[config.mk]
export PLATFORM = sky130hd
export DESIGN_NAME = pair_regfile
export DESIGN_NICKNAME = d
export VERILOG_FILES = /design/src/rtl/pair_regfile.sv
export SDC_FILE = /design/constraint.sdc
export NUM_CORES = 1
export LEC_CHECK = 0
export ABC_AREA = 1
export BUFFER_PORTS_ARGS = -buffer_cell sky130_fd_sc_hd__buf_4
export CORE_ASPECT_RATIO = 0.5
export CORE_MARGIN = 2
export CORE_UTILIZATION = 45
export CTS_CLUSTER_DIAMETER = 200
export DETAILED_ROUTE_END_ITERATION = 7
export PLACE_DENSITY = 0.69
export SLEW_MARGIN = 0
export SYNTH_ARGS = -nofsm -noshare
export SYNTH_HDL_FRONTEND = slang
export SYNTH_SLANG_ARGS = --single-unit
[constraint.sdc]
create_clock -name clk -period 3.4 [get_ports clk]
set_input_delay 0.34 -clock clk [delete_from_list [all_inputs] [get_ports clk]]
set_output_delay 0.34 -clock clk [all_outputs]
set_load 0.01 [all_outputs]
[src/rtl/pair_regfile.sv]
module pair_regfile (
  input  logic        clk,
  input  logic        rst_n,
  input  logic [2:0]  rda_sel,
  output logic [7:0]  rda_data,
  input  logic [2:0]  rdb_sel,
  output logic [7:0]  rdb_data,
  input  logic        bw_en,
  input  logic [2:0]  bw_sel,
  input  logic [7:0]  bw_data,
  input  logic [2:0]  pr_sel,
  output logic [15:0] pr_data,
  input  logic        pw_en,
  input  logic [2:0]  pw_sel,
  input  logic [15:0] pw_data,
  input  logic [2:0]  op,
  input  logic [1:0]  op_pair,
  output logic [15:0] bc_addr,
  output logic [15:0] de_addr,
  output logic [15:0] hl_addr,
  output logic [15:0] sp_val,
  output logic [7:0]  acc,
  output logic [7:0]  flags
);
  localparam logic [2:0] OP_INC = 3'd1, OP_DEC = 3'd2, OP_ADD = 3'd3,
                         OP_XCH = 3'd4, OP_SPHL = 3'd5;

  logic [7:0]  r   [8];
  logic [7:0]  nxt [8];
  logic [15:0] sp, nsp;
  logic [15:0] src, step_v;
  logic [16:0] sum_v;

  assign bc_addr = {r[0], r[1]};
  assign de_addr = {r[2], r[3]};
  assign hl_addr = {r[4], r[5]};
  assign sp_val  = sp;
  assign acc     = r[7];
  assign flags   = r[6];

  assign rda_data = r[rda_sel];
  assign rdb_data = r[rdb_sel];

  always_comb begin
    case (pr_sel)
      3'd0:    pr_data = bc_addr;
      3'd1:    pr_data = de_addr;
      3'd2:    pr_data = hl_addr;
      3'd3:    pr_data = sp;
      3'd4:    pr_data = {r[7], r[6]};
      default: pr_data = 16'h0000;
    endcase
  end

  always_comb begin
    case (op_pair)
      2'd0:    src = bc_addr;
      2'd1:    src = de_addr;
      2'd2:    src = hl_addr;
      default: src = sp;
    endcase
  end

  assign step_v = (op == OP_DEC) ? src - 16'd1 : src + 16'd1;
  assign sum_v  = {1'b0, hl_addr} + {1'b0, src};

  always_comb begin
    for (int i = 0; i < 8; i++) nxt[i] = r[i];
    nsp = sp;
    if (bw_en) nxt[bw_sel] = bw_data;
    if (pw_en) begin
      case (pw_sel)
        3'd0: begin nxt[0] = pw_data[15:8]; nxt[1] = pw_data[7:0]; end
        3'd1: begin nxt[2] = pw_data[15:8]; nxt[3] = pw_data[7:0]; end
        3'd2: begin nxt[4] = pw_data[15:8]; nxt[5] = pw_data[7:0]; end
        3'd3: nsp = pw_data;
        3'd4: begin nxt[7] = pw_data[15:8]; nxt[6] = pw_data[7:0]; end
        default: ;
      endcase
    end
    case (op)
      OP_INC, OP_DEC: begin
        case (op_pair)
          2'd0: begin nxt[0] = step_v[15:8]; nxt[1] = step_v[7:0]; end
          2'd1: begin nxt[2] = step_v[15:8]; nxt[3] = step_v[7:0]; end
          2'd2: begin nxt[4] = step_v[15:8]; nxt[5] = step_v[7:0]; end
          default: nsp = step_v;
        endcase
      end
      OP_ADD: begin
        nxt[4]    = sum_v[15:8];
        nxt[5]    = sum_v[7:0];
        nxt[6][0] = sum_v[16];
      end
      OP_XCH: begin
        nxt[2] = r[4]; nxt[3] = r[5];
        nxt[4] = r[2]; nxt[5] = r[3];
      end
      OP_SPHL: nsp = hl_addr;
      default: ;
    endcase
  end

  always_ff @(posedge clk) begin
    if (!rst_n) begin
      for (int i = 0; i < 8; i++) r[i] <= 8'h00;
      sp <= 16'h0000;
    end else begin
      for (int i = 0; i < 8; i++) r[i] <= nxt[i];
      sp <= nsp;
    end
  end
endmodule

### Word-level counts from Yosys, hierarchy flattened

Memory sizes are Yosys's and may differ from the RTL's.
Index checks and enable logic that the tools add are counted.

| operators by class | value |
|---|---|
| divide/modulo/power cells | 0 |
| $add $sub $neg | 3 |
| order comparisons | 2 |
| shift-type cells | 0 |
| bitwise logic cells | 9 |
| reduce and logical (&&, ||, !) cells | 6 |
| multiply operators | 0 |
| eq/ne operators | 15 |
| multiplexer cells | 33 |

Operators by type and width:

| kind | count |
|---|---|
| $mux 16 | 12 |
| $mux 64 | 2 |
| $pmux 16 s3 | 2 |
| $pmux 16 s5 | 1 |
| $mux 8 | 9 |
| $bwmux 64 | 1 |
| $pmux 16 s2 | 2 |
| $demux 8 s3 | 1 |
| $eq 3x2->1 const B | 6 |
| $add 16x16->17 | 1 |
| $add 16x1->16 const B | 1 |
| $sub 16x1->16 const B | 1 |
| $eq 3x3->1 const B | 4 |
| $eq 3x1->1 const B | 3 |
| $or 1x1->1 | 8 |
| $logic_not 3->1 | 2 |
| $ge 4x4->1 const B | 1 |
| $lt 4x1->1 const B | 1 |
| $not 3->4 | 1 |
| $mux 1 | 3 |
| $reduce_or 3->1 | 1 |
| $eq 2x1->1 const B | 1 |
| $eq 2x2->1 const B | 1 |
| $logic_not 2->1 | 1 |
| other kinds (2) | 2 |

| word-level totals | value |
|---|---|
| bits in registers | 16 |
| memory bits (writable) | 64 |
| logic and storage cells | 70 |
| bits in read-only memories | 0 |
| memories | 1 |
| bits in latches | 0 |

Memory list:

| name | words | width | rd ports | clocked after Yosys merged registers in | write ports | line | source |
|---|---|---|---|---|---|---|---|
| r | 8 | 8 | 10 | 0 | 8 | 28 | `logic [7:0] r [8];` |

### Logic depth before layout (Yosys ltp)

| depth | value |
|---|---|
| depth after elaboration | 12 |
| depth in mapped cells | 24 |
| depth with buffers taken out | 23 |

### Worst setup path after synthesis

OpenSTA, ideal clock, no wires.

| timing path | value |
|---|---|
| path type | input to register |
| start | input op_pair[0] |
| end | memory r[4][2] |
| path buffers | 2 |
| stages on the path | 19 |
| library setup time | 0.109 ns |
| arrival time | 2.720 ns |
| path slack | 0.571 ns |
| cell sequence | buf_2 > nor2_2 > inv_1 > clkbuf_1 > o221ai_1 > o21ai_0 > fa_1 > inv_1 > nand3_1 > nand2_1 > a21oi_1 > o21ai_0 > nand2_1 > nand2_1 > nand2_1 > nand3_1 > nand3_1 > nand2_1 > inv_1 |

RTL lines:

| what | line | source |
|---|---|---|
| from (decl) | 17 | `input logic [1:0] op_pair,` |
| to (decl) | 28 |  |

==> metrics.csv <==
metric;value;unit
status;finished, violations left;
failed_checks;DRC;
yosysWarnings;0;
gp_congestion;1.14;
root_buffer;clkbuf_16;
wl_per_cell;26.3;um
crit_type;reg2reg;
cp-startpoint;r[1][1];
skew;5.16;ps
critPathLaunchType;flip-flop;
placed_cells;1900;
std_cell_rows;35;
layout-drive-gt1-share;15.8;%
numClockSinks;80;
antenna_found_initial;0;
setup_viol;0;
die_w;200;um
hold_class;in2reg;
power_density;351;nW/um2
end_kind;flip-flop;
placed_area;10300;um2
peakVddDrop;0.233;mV
portBuffers;159;
synth_fp_nets;1578;
grt_pass1_wl;69.4;mm
synth-edff-count;0;
cts_buffer_depth;2;
path_clk_slew;70;ps
ios;160;
core_area;18600;um2
clock.fmax;0.296;GHz
post-dp-hpwl;40.2;mm
critPathMaxFanout;5;
netlist.area_leader.share;18.6;%
drtPass1Iterations;8;
via_per_inst;6.47;
layout_commonest_cell;nand2_1;
fin_area;10600;um2
synthDistinctLibCells;47;
dpl_worst_slack;-57.4;ps
drc;8;
final.setup.tns;0;ps
worst_pin_slew;1080;ps
syn_avg_cell_area;5.77;um2
post_cts_buffers;0;
r2r-start;r[1][1];
grt.overflow.total;0;
hold_viol_final;0;
fill_cells;1858;
fin_crit;3380;ps
grt_usage;47.7;%
fp.dieArea;20400;um2
grt_pass1_vias;10489;
final_cell_mix;340 x nand2_1, 217 x buf_4, 215 x inv_1, 201 x o21ai_0, 144 x a21oi_1;
drv_slew;0;
final_cells;1916;
syn_inst;1494;
power.leakage;5.14;nW
area_delta_synth_final;22.8;%
min_from;bw_data[6];
cts_buffers;9;
start_util;46.4;%
ys.flop_type;dfxtp_1;
rsz0062_at_grt;false;
worst_slack;19.8;ps
ys_seq_area_share;18.6;%
cts_tree;yes;
drt_iter0_drc;2287;
vias;12390;
cp.arrival;3670;ps
fp.dieH;102;um
ant_nets;0;
synth.area.top_cells;dfxtp_1 19%, nand2_1 15%, o21ai_0 12%;
relSlewSlack;27.8;%
drt-total-wl;50.3;mm
final_nets;1736;
post-route-util;57.0;%
max_cap_violations;0;
cp.required;3690;ps
clk_latency;360;ps
diodes;0;
synthArstFlopShare;0;%
synthesis.area;8620;um2
htree_levels;3;
ys_ff_latch;80;
period_share;99.4;%
grt_max_degree;38;
synth_area_leader_cell;dfxtp_1;
[registers in the layout, indices dropped and copies added, names as in the netlist]
| signal | cells |
|---|---|
| r | 64 |
| sp_val | 16 |
[critical path, stage by stage (launching register included)]
cell,delay (ps)
dfxtp_1,320
inv_1,350
o221ai_1,210
o21ai_0,300
inv_1,170
ha_1,330
nand2_1,80
nor2_1,130
nand3_1,120
nand2_1,260
nand2_1,100
nand2_1,150
xor2_2,480
nand2_1,150
a21oi_1,170
[final cells by class]
class / count / area [um2] / share of cell area (%)
multi-input combinational: 1117 / 5890 / 55.6
timing repair buffer: 217 / 1630 / 15.4
sequential: 80 / 1600 / 15.1
inverter: 227 / 855 / 8.07
tap: 259 / 324 / 3.06
clock buffer: 11 / 253 / 2.39
clock inverter: 5 / 38.8 / 0.366
[synthesized netlist by cell type (4+ instances only)]
| cell type | instances |
|---|---|
| o21ai_0 | 201 |
| nor2_1 | 96 |
| a211oi_1 | 5 |
| buf_2 | 8 |
| o21bai_1 | 7 |
| a21oi_1 | 144 |
| o21ai_1 | 4 |
| dfxtp_1 | 80 |
| o2111ai_1 | 5 |
| nor3_1 | 7 |
| o221ai_1 | 11 |
| inv_2 | 8 |
| o211ai_1 | 51 |
| o22ai_1 | 39 |
| a31oi_1 | 27 |
| xnor2_1 | 4 |
| or2_2 | 6 |
| a221oi_1 | 27 |
| nand3b_1 | 4 |
| clkbuf_1 | 57 |
| nand3_1 | 75 |
| ha_1 | 34 |
| nand2_1 | 340 |
| inv_1 | 216 |
[final timing paths]
check                           endpoint  slack, ps  cells past startpoint
worst max-delay path             r[5][7]         20                     14
worst min-delay path             r[7][6]        330                      5
worst max register to register   r[5][7]         20                     14
worst min register to register   r[5][0]        630                      3
[metal layers]
| metal | up-vias | track usage, % | share of wire, % | routed length [um] |
|---|---|---|---|---|
| li1 | 5405 | - | - | - |
| met5 | - | 0 | 0.052 | 26 |
| met1 | 5588 | 64.8 | 39 | 19700 |
| met3 | 169 | 31.5 | 22 | 11200 |
| met2 | 1226 | 60.3 | 35 | 17700 |
| met4 | 2 | 12.9 | 3.3 | 1660 |
[metrics by stage]
stage               hold slack [ps]  total power, W
global placement                608         0.00257
floorplan                       543         0.00188
finish                          327         0.00372
CTS                             323         0.00358
detailed placement              585         0.00259
global route                    354         0.00380
[cell families after synthesis]
logic type,share of synthesized area [%]
AOI/OAI and AO/OA,35.7
xor gates and xnor gates,0.711
adders and majority gates,5.40
buffers and inverters,13.3
DFF,18.6
and+or+nand+nor,26.3
[where the power goes]
group          internal, W  switching (W)
combinational     0.000518        0.00109
sequential         0.00100      0.0000995
clock             0.000539       0.000478
total              0.00206        0.00166
[timing repair]
action / 4_1_cts / 5_1_grt
setup endpoints to repair: 0 / 5
resized for setup: 0 / 2
hold buffers: 0 / 0
Note: power is estimated with default switching activity, not from simulation.
